`config.mk`:
```
export PLATFORM = sky130hd
export DESIGN_NAME = cam_match_resolver
export DESIGN_NICKNAME = d
export VERILOG_FILES = /design/src/rtl/cam_res_pkg.sv /design/src/rtl/cam_res_lowest.sv /design/src/rtl/cam_res_tracker.sv /design/src/rtl/cam_res_mask_file.sv /design/src/rtl/cam_match_resolver.sv
export SDC_FILE = /design/constraint.sdc
export NUM_CORES = 1
export LEC_CHECK = 0
export BUFFER_PORTS_ARGS = -buffer_cell sky130_fd_sc_hd__buf_2
export CAP_MARGIN = 20
export CORE_MARGIN = 4
export CORE_UTILIZATION = 45
export DETAILED_ROUTE_END_ITERATION = 8
export PLACE_DENSITY_LB_ADDON = 0.08
export SLEW_MARGIN = 0
export SYNTH_ARGS = -nofsm -noshare
export SYNTH_HDL_FRONTEND = slang
export SYNTH_SLANG_ARGS = --single-unit
```
`constraint.sdc`:
```
create_clock -name clk -period 2.7 [get_ports clk]
set_input_delay 0.54 -clock clk [delete_from_list [all_inputs] [get_ports clk]]
set_output_delay 0.54 -clock clk [all_outputs]
set_load 0.01 [all_outputs]
```
`src/rtl/cam_res_pkg.sv`:
```
package cam_res_pkg;
    typedef enum logic [1:0] {
        OP_NOP     = 2'b00,
        OP_COMPARE = 2'b01,
        OP_NEXT    = 2'b10,
        OP_MOVE    = 2'b11
    } op_e;

    typedef enum logic [1:0] {
        ST_IDLE  = 2'b00,
        ST_FETCH = 2'b01,
        ST_MERGE = 2'b10
    } state_e;
endpackage

```
`src/rtl/cam_res_lowest.sv`:
```
module cam_res_lowest #(
    parameter int N  = 16,
    parameter int IW = (N > 1) ? $clog2(N) : 1
) (
    input  logic [N-1:0]  vec,
    output logic [IW-1:0] idx,
    output logic          any
);
    // Scan from the top so the lowest set index wins.
    always_comb begin
        idx = '0;
        for (int i = N - 1; i >= 0; i--) begin
            if (vec[i]) idx = IW'(i);
        end
        any = |vec;
    end
endmodule

```
`src/rtl/cam_res_tracker.sv`:
```
module cam_res_tracker #(
    parameter int ENTRIES = 16,
    parameter int IW      = (ENTRIES > 1) ? $clog2(ENTRIES) : 1
) (
    input  logic               clk,
    input  logic               rst_n,
    input  logic               load,
    input  logic [ENTRIES-1:0] vec_in,
    input  logic               step,
    output logic [IW-1:0]      hpm,
    output logic               hit,
    output logic               multi,
    output logic               exhausted
);
    logic [ENTRIES-1:0] held;
    logic [ENTRIES-1:0] held_nxt;
    logic [ENTRIES-1:0] held_pop;
    logic [IW-1:0]      nxt_idx;
    logic               nxt_any;

    assign held_pop = held & (held - ENTRIES'(1));

    always_comb begin
        held_nxt = held;
        if (load)      held_nxt = vec_in;
        else if (step) held_nxt = held_pop;
    end

    cam_res_lowest #(.N(ENTRIES), .IW(IW)) u_enc (
        .vec (held_nxt),
        .idx (nxt_idx),
        .any (nxt_any)
    );

    always_ff @(posedge clk or negedge rst_n) begin
        if (!rst_n) begin
            held      <= '0;
            hpm       <= '0;
            exhausted <= 1'b0;
        end else begin
            held <= held_nxt;
            if ((load || step) && nxt_any) hpm <= nxt_idx;
            if (load)                              exhausted <= 1'b0;
            else if (step && (|held) && !nxt_any)  exhausted <= 1'b1;
        end
    end

    assign hit   = |held;
    assign multi = |held_pop;

    // the reported address always names a bit that is still held
    p_hpm_points_r2: assert property (@(posedge clk) disable iff (!rst_n)
        hit |-> held[hpm]);

    // a step on a non-empty vector removes exactly one bit
    p_step_pops_r3: assert property (@(posedge clk) disable iff (!rst_n)
        (step && !load && hit) |=> ($countones(held) + 1 == $countones($past(held))));

    // a step with at most one bit left keeps the address
    p_addr_hold_r4: assert property (@(posedge clk) disable iff (!rst_n)
        (step && !load && !multi) |=> $stable(hpm));

    // a compare always clears the exhausted state
    p_compare_clears_r5: assert property (@(posedge clk) disable iff (!rst_n)
        load |=> !exhausted);
endmodule

```
`src/rtl/cam_res_mask_file.sv`:
```
module cam_res_mask_file #(
    parameter int REGS = 8,
    parameter int W    = 64,
    parameter int SW   = (REGS > 1) ? $clog2(REGS) : 1
) (
    input  logic          clk,
    input  logic          rst_n,
    input  logic          wr_en,
    input  logic [SW-1:0] wr_sel,
    input  logic [W-1:0]  wr_data,
    input  logic [SW-1:0] rd_sel,
    output logic [W-1:0]  rd_mask
);
    logic [REGS-1:0][W-1:0] bank;

    for (genvar r = 0; r < REGS; r++) begin : g_reg
        if (r == 0) begin : g_zero
            assign bank[r] = '0;
        end else begin : g_store
            logic [W-1:0] q;
            always_ff @(posedge clk or negedge rst_n) begin
                if (!rst_n)                             q <= '0;
                else if (wr_en && wr_sel == SW'(r))     q <= wr_data;
            end
            assign bank[r] = q;
        end
    end

    assign rd_mask = bank[rd_sel];

    // selecting register 0 yields no masking, whatever was written
    p_reg0_zero_r9: assert property (@(posedge clk) disable iff (!rst_n)
        (rd_sel == '0) |-> (rd_mask == '0));
endmodule

```
`src/rtl/cam_match_resolver.sv`:
```
module cam_match_resolver
    import cam_res_pkg::*;
#(
    parameter int ENTRIES = 16,
    parameter int WIDTH   = 64,
    parameter int MREGS   = 8,
    localparam int IW     = (ENTRIES > 1) ? $clog2(ENTRIES) : 1,
    localparam int SW     = (MREGS > 1) ? $clog2(MREGS) : 1
) (
    input  logic               clk,
    input  logic               rst_n,
    input  logic               op_valid,
    input  logic [1:0]         op_code,
    input  logic [SW-1:0]      op_mask_sel,
    input  logic [ENTRIES-1:0] match_vec,
    input  logic               prio_in,
    input  logic               cmp_wr_en,
    input  logic [WIDTH-1:0]   cmp_wr_data,
    input  logic               mask_wr_en,
    input  logic [SW-1:0]      mask_wr_sel,
    input  logic [WIDTH-1:0]   mask_wr_data,
    input  logic [WIDTH-1:0]   rd_data,
    output logic               rd_en,
    output logic [IW-1:0]      rd_addr,
    output logic [WIDTH-1:0]   comparand,
    output logic [IW-1:0]      hpm_addr,
    output logic               hit,
    output logic               multi,
    output logic               exhausted,
    output logic               prio_out,
    output logic               vbus_oe
);
    state_e          state, state_nxt;
    op_e             op;
    logic            accept;
    logic            do_load;
    logic            do_step;
    logic            do_move;
    logic [SW-1:0]   mask_sel_q;
    logic [WIDTH-1:0] mask_q;

    assign op      = op_e'(op_code);
    assign accept  = op_valid && (state == ST_IDLE);
    assign do_load = accept && (op == OP_COMPARE);
    assign do_step = accept && (op == OP_NEXT) && !prio_in;
    assign do_move = accept && (op == OP_MOVE) && hit;

    cam_res_tracker #(.ENTRIES(ENTRIES), .IW(IW)) u_track (
        .clk       (clk),
        .rst_n     (rst_n),
        .load      (do_load),
        .vec_in    (match_vec),
        .step      (do_step),
        .hpm       (hpm_addr),
        .hit       (hit),
        .multi     (multi),
        .exhausted (exhausted)
    );

    cam_res_mask_file #(.REGS(MREGS), .W(WIDTH), .SW(SW)) u_masks (
        .clk     (clk),
        .rst_n   (rst_n),
        .wr_en   (mask_wr_en),
        .wr_sel  (mask_wr_sel),
        .wr_data (mask_wr_data),
        .rd_sel  (mask_sel_q),
        .rd_mask (mask_q)
    );

    // Next-state logic
    always_comb begin
        state_nxt = state;
        unique case (state)
            ST_IDLE:  if (do_move) state_nxt = ST_FETCH;
            ST_FETCH: state_nxt = ST_MERGE;
            ST_MERGE: state_nxt = ST_IDLE;
            default:  state_nxt = ST_IDLE;
        endcase
    end

    // State register, move mask select and comparand
    always_ff @(posedge clk or negedge rst_n) begin
        if (!rst_n) begin
            state      <= ST_IDLE;
            mask_sel_q <= '0;
            comparand  <= '0;
        end else begin
            state <= state_nxt;
            if (do_move) mask_sel_q <= op_mask_sel;
            if (state == ST_MERGE)
                comparand <= (comparand & mask_q) | (rd_data & ~mask_q);
            else if (cmp_wr_en)
                comparand <= cmp_wr_data;
        end
    end

    // Outputs
    always_comb begin
        rd_en    = (state == ST_FETCH);
        rd_addr  = hpm_addr;
        vbus_oe  = (state == ST_IDLE);
        prio_out = prio_in | hit;
    end

    // a read is issued only while a hit is held, then the merge follows
    p_read_has_hit_r7: assert property (@(posedge clk) disable iff (!rst_n)
        rd_en |-> hit);
    p_read_then_merge_r7: assert property (@(posedge clk) disable iff (!rst_n)
        rd_en |=> (!rd_en && !vbus_oe));

    // bits whose mask bit is 1 survive the merge
    p_merge_masked_r8: assert property (@(posedge clk) disable iff (!rst_n)
        (state == ST_MERGE) |=> (((comparand ^ $past(comparand)) & $past(mask_q)) == '0));

    // a move without a hit starts no read
    p_move_needs_hit_r11: assert property (@(posedge clk) disable iff (!rst_n)
        (op_valid && op == OP_MOVE && state == ST_IDLE && !hit) |=> (vbus_oe && !rd_en));

    // a command during a move does not disturb the address
    p_busy_ignores_r12: assert property (@(posedge clk) disable iff (!rst_n)
        (state != ST_IDLE) |=> $stable(hpm_addr));
endmodule

```
==> flow_summary.json, run 1 <==
{
  "run_status": "finished with violations",
  "violations": "negative setup slack",
  "synth_cell_types": 66,
  "ant_nets": 0,
  "pin_count": 300,
  "async_flop_share_pct": 100,
  "tightest_slew_ns": 1.08,
  "skew_ns": 0.0175,
  "cp.arrival_ns": 2.76,
  "htreeDepth": 2,
  "period_minus_slack_ns": 3.30,
  "syn2layout_area_growth_pct": 19.7,
  "clock_latency_ns": 0.61,
  "p_per_area_nw_per_um2": 834,
  "mostFrequentLayoutCells": "dfrtp_1 (535), mux2_2 (517), buf_2 (298), nand2_1 (142), nor2_1 (86)",
  "cts_tree": "yes",
  "fin_nets": 2399,
  "design.core.area_um2": 54100,
  "syn_nets": 2089,
  "critPathKind": "flip-flop to output pin",
  "dr.first_iter.drc_count": 835,
  "multi_input_area_um2": 10900,
  "seq_area_frac_synth_pct": 54.4,
  "post-route-util_pct": 54.8,
  "viasPerCell": 5.70,
  "p_total_mw": 24.7,
  "overflow": 0,
  "vias": 16600,
  "synth-seq-cells": 538,
  "synth-edff-count": 0,
  "start_util_pct": 45.7,
  "netlist_instances": 1867,
  "fin_cells": 2915,
  "crit_fanout": 2,
  "ir_drop_mv": 0.499,
  "clk_path_buf_depth": 3,
  "max_freq_ghz": 0.303,
  "syn_area_um2": 24800,
  "drive_above_1_share_pct": 49.4,
  "wl_per_cell_um": 22.1,
  "final_common_cell": "dfrtp_1",
  "fp.dieW_um": 243,
  "setup_viol": 3,
  "hold_viol": 0,
  "synth_area_per_cell_um2": 13.3,
  "worstSetupStartpointType": "flip-flop",
  "post-route-drc-count": 0,
  "slew_headroom_pct": 28.2,
  "clockRootBuffer": "clkbuf_16",
  "dp_hpwl_um": 40600,
  "grt_max_degree": 83,
  "grt_pass1_wl_um": 102000,
  "dp.cells": 2811,
  "fp.dieH_um": 243,
  "hold_class": "primary input to flip-flop",
  "io_buffers": 299,
  "holdWs_ns": 0.134,
  "setup_slack_ns": -0.595,
  "regArea_um2": 13500,
  "cp.required_ns": 2.16,
  "n_fill_cell": 4634,
  "antenna_found_initial": 9,
  "yosys_warnings": 0,
  "die_area_um2": 58800,
  "grt_pass1_vias": 17600,
  "cellLeakagePower_nw": 13.1,
  "dr.pass1.iters": 5,
  "slew_violations": 0,
  "wl_um": 64300,
  "rsz0062_at_grt": "yes",
  "synth-main-ff-cell": "dfrtp_1",
  "grt_usage_pct": 21.6,
  "finalCritPeriodShare_pct": 122,
  "maxCapViolCount": 0,
  "rows": 85,
  "place.gp.congestion": 0.858,
  "critPathCaptureType": "output pin",
  "path_clk_slew_ns": 0.06,
  "cts_sinks": 538,
  "cts_made_buffers": 58
}
[synthesized netlist by cell type, drive strengths merged, types with 2 or more instances]
cell type / count / area [µm²]
nor2: 86 / 323
nand4b: 3 / 26.3
mux2: 519 / 5840
clkbuf: 116 / 437
nand2b: 3 / 18.8
nor4bb: 2 / 20.0
inv: 8 / 30.0
nand4bb: 2 / 22.5
maj3: 3 / 30.0
nand2: 143 / 537
o41ai: 3 / 60.1
dfrtp: 538 / 13500
or3: 8 / 55.1
buf: 21 / 101
nor2b: 7 / 43.8
mux4: 64 / 1440
a2111oi: 2 / 23.8
nor4: 3 / 31.3
nor3: 10 / 50.1
and2: 3 / 22.5
o21ai: 75 / 379
a31oi: 3 / 18.8
nand3: 2 / 10.0
mux2i: 6 / 67.6
a22oi: 64 / 480
nand4: 3 / 18.8
o31ai: 2 / 15.0
a32oi: 64 / 561
o22ai: 3 / 25.0
a211oi: 2 / 15.0
or2: 3 / 18.8
a21oi: 74 / 370
or4: 4 / 41.3
o2bb2ai: 2 / 17.5
[area by class of cell]
type | count | share of cell area [%]
inverters | 8 | 0.101
well taps | 696 | 2.94
multi-input cells | 1184 | 36.6
diodes | 1 | 0.00844
clock inverters | 12 | 0.481
flip-flops and latches | 538 | 45.5
clock buffers | 89 | 5.90
repair buffers | 387 | 8.51
[path summary, 6_finish.rpt]
| path | from | end | slack, ns | cells past startpoint |
|---|---|---|---|---|
| min in group asynchronous | rst_n | u_track.held[7] | 0.47 | 2 |
| setup / recovery | u_track.held[11] | multi | -0.60 | 7 |
| hold reg to reg | flip-flop | flip-flop | 0.47 | 2 |
| max in group asynchronous | rst_n | async pin | 1.33 | 3 |
| setup reg to reg | u_track.held[11] | u_track.hpm[0] | 0.04 | 9 |
| hold / removal | cmp_wr_data[63] | flip-flop | 0.13 | 3 |
[per-stage QoR]
stage               TNS (ns)  setup WS, ns  area [µm²]
finish                 -1.61        -0.595       29600
global route           -2.07        -0.667       29600
CTS                    -1.68        -0.609       29600
detailed placement    -0.404        -0.176       27700
global placement      -0.129        -0.129       27700
floorplan                  0         0.123       24800
[what timing repair did]
action / 4_1_cts / 5_1_grt
pin swaps: 5 / 4
endpoints found under the setup margin: 8 / 6
setup buffers: 1 / 0
resized for setup: 7 / 7
hold endpoints to repair: 35 / 0
hold buffers: 1 / 0
[power breakdown]
| part | leakage, nW | switching, mW | internal, mW |
|---|---|---|---|
| clock | 0.937 | 3.17 | 4.70 |
| sequential | 6.47 | 1.01 | 9.76 |
| combinational | 5.65 | 2.78 | 3.29 |
| total | 13.1 | 6.96 | 17.8 |
[routing by layer]
metal	up-vias	part of all wire (%)	GRT usage (%)
met4	14	1.7	4.92
met5	-	0.14	0
li1	7542	-	-
met3	82	4.4	4.13
met1	8649	44	28.8
met2	318	50	37.1
[logic make-up after synthesis]
logic type | after synthesis | synth area share, %
AOI/OAI and AO/OA | 306 | 8.38
adders and majority gates | 3 | 0.121
buffers and inverters | 145 | 2.29
DFF | 538 | 54.4
muxes | 589 | 29.7
and+or+nand+nor | 286 | 5.15
[critical path, cell delays in order (launching register included)]
cell and delay (ns):
dfrtp_1 0.37, or4_4 0.54, or3_4 0.39, maj3_2 0.32
o21ai_2 0.09, and3_1 0.18, nand3_1 0.10, buf_2 0.16
Note: power is estimated with default switching activity, not from simulation.
==> run 2: changes to the inputs <==
--- a/config.mk
+++ b/config.mk
@@ -7,6 +7,8 @@
 export LEC_CHECK = 0
 export BUFFER_PORTS_ARGS = -buffer_cell sky130_fd_sc_hd__buf_2
 export CAP_MARGIN = 20
+export CELL_PAD_IN_SITES_DETAIL_PLACEMENT = 1
+export CELL_PAD_IN_SITES_GLOBAL_PLACEMENT = 1
 export CORE_MARGIN = 4
 export CORE_UTILIZATION = 45
 export DETAILED_ROUTE_END_ITERATION = 8
==> flow_summary.json, run 2 (same netlist as run 1, synthesis figures left out) <==
{
  "fp.dieH_um": 243,
  "slew_headroom_pct": 41.5,
  "drive_above_1_share_pct": 50.2,
  "fin_area_um2": 29900,
  "worst_path_dominant_cell_family": "simple AND/OR/NAND/NOR gates",
  "power_frac_comb_pct": 25.0,
  "dr.pass1.iters": 5,
  "path_common_cell": "or3_4",
  "grt_usage_pct": 23.6,
  "postPlaceCellArea_um2": 27700,
  "viasPerCell": 5.80,
  "rsz0062_at_grt": "yes",
  "vias": 17000,
  "cp.required_ns": 2.16,
  "dr.first_iter.drc_count": 691,
  "p_total_mw": 25.3,
  "start_util_pct": 45.7,
  "rows": 85,
  "ant_nets": 0,
  "ir_drop_mv": 0.522,
  "skew_ns": 0.0216,
  "htreeDepth": 2,
  "fin_nets": 2409,
  "mostFrequentLayoutCells": "dfrtp_1 (535), mux2_2 (517), buf_2 (297), nand2_1 (142), nor2_1 (86)",
  "fp.dieW_um": 243,
  "violations": "negative setup slack",
  "holdWs_ns": 0.127,
  "p_int_mw": 18.0,
  "antenna_found_initial": 13,
  "path_buf_inv": 1,
  "design.core.area_um2": 54100,
  "setup_viol": 6,
  "finalCritPeriodShare_pct": 122,
  "tightest_slew_ns": 0.877,
  "path_cells": "or4_4 -> or3_4 -> or3_4 -> or3_1 -> buf_2",
  "overflow": 0,
  "fin_cells": 2934,
  "place.gp.congestion": 0.844,
  "multi_input_area_um2": 10900,
  "dp.cells": 2816,
  "regArea_um2": 13500,
  "cts_tree": "yes",
  "wl_per_cell_um": 24.0,
  "seq_power_share_pct": 42.5,
  "die_area_um2": 58800,
  "grt_max_degree": 89,
  "cts_sinks": 538,
  "io_buffers": 299,
  "crit_fanout": 3,
  "period_minus_slack_ns": 3.31,
  "final_common_cell": "dfrtp_1",
  "grt_pass1_vias": 19000,
  "wl_um": 70300,
  "dp_hpwl_um": 45300,
  "critPathCaptureType": "output pin",
  "clk_path_buf_depth": 3,
  "hold_class": "primary input to flip-flop",
  "clockRootBuffer": "clkbuf_16",
  "grt_pass1_wl_um": 111000,
  "worstSetupStartpointType": "flip-flop",
  "run_status": "finished with violations",
  "slew_violations": 0,
  "setup_slack_ns": -0.607,
  "max_freq_ghz": 0.302,
  "netSwitchingPower_mw": 7.29,
  "post-route-util_pct": 55.2,
  "post-route-drc-count": 0,
  "hold_viol": 0,
  "path_clk_slew_ns": 0.06,
  "pin_count": 300,
  "maxCapViolCount": 0,
  "p_sw_share_pct": 28.8,
  "clkPwrFrac_pct": 32.5,
  "cts_made_buffers": 59,
  "syn2layout_area_growth_pct": 20.7,
  "worst_path_largest_cell_delay_ns": 0.55,
  "crit_slowest_cell": "or4_4",
  "critPathKind": "flip-flop to output pin",
  "cellLeakagePower_nw": 13.2,
  "n_fill_cell": 5383,
  "clock_latency_ns": 0.62,
  "cp.arrival_ns": 2.77,
  "p_per_area_nw_per_um2": 847
}
[run 2: changes by cell type in the layout (fill, tap and decap cells not counted), sizes merged]
cell	previous run	this run
diode	1	6
clkinv	8	10
buf	386	395
clkbuf	89	90
bufinv	3	4
clkinvlp	0	1
[run 2: worst register-to-register path: stages, from the launching register on]
cell and delay [ns]:
dfrtp_1 0.39, or4_4 0.55, buf_4 0.15, buf_6 0.12, or3_4 0.34, or4_4 0.48, o211a_1 0.14, o22ai_2 0.13
a211oi_2 0.11, o41ai_2 0.35, a21oi_1 0.10
[run 2: routing by layer]
metal,part of all wire (%),wire length (µm),track usage [%]
met5,0.12,84,0
met2,50,35400,41.1
met3,3.8,2680,3.66
met4,2.3,1630,6.37
met1,43,30500,31.1
[run 2: path summary, 6_finish.rpt]
kind | start | endpoint | slack (ns) | cells past startpoint
max in group asynchronous | rst_n | u_masks.g_reg[6].g_store.q[58] | 1.25 | 3
setup / recovery | u_track.held[11] | prio_out | -0.61 | 5
min in group asynchronous | rst_n | u_track.held[6] | 0.57 | 2
hold / removal | cmp_wr_data[0] | flip-flop | 0.13 | 3
setup reg to reg | u_track.held[11] | u_track.hpm[0] | -0.28 | 10
hold reg to reg | flip-flop | flip-flop | 0.46 | 2
[run 2: what timing repair did]
item | CTS | global route
buffers inserted | 3 | 2
gates resized for setup | 17 | 10
hold buffers | 1 | 0
setup endpoints to repair | 8 | 11
pin swaps | 5 | 7
hold endpoints to repair | 48 | 0
[run 2: power by group through the flow]
stage,registers (mW),logic (mW),clock network [mW]
after global placement,10.7,6.12,0
final,10.8,6.34,8.22
after global routing,11.0,6.92,8.82
after floorplan,10.6,4.18,0
after CTS,10.8,6.39,8.45
after detailed placement,10.9,6.30,0
[run 2: layout make-up]
type                            count  area share (%)
Antenna cell                        6          0.0502
Clock buffer                       90            6.00
Clock inverter                     16           0.661
Inverter                            8           0.100
Multi-Input combinational cell   1184            36.5
Sequential cell                   538            45.1
Tap cell                          696            2.91
Timing Repair Buffer              396            8.74
[run 2: through the flow]
| stage | setup TNS [ns] | worst slack, ns |
|---|---|---|
| 2_1_floorplan | 0 | 0.123 |
| 3_3_place_gp | -0.0554 | -0.0402 |
| 3_5_place_dp | -0.312 | -0.0930 |
| 4_1_cts | -1.86 | -0.633 |
| 5_1_grt | -2.80 | -0.682 |
| 6_report | -2.14 | -0.607 |
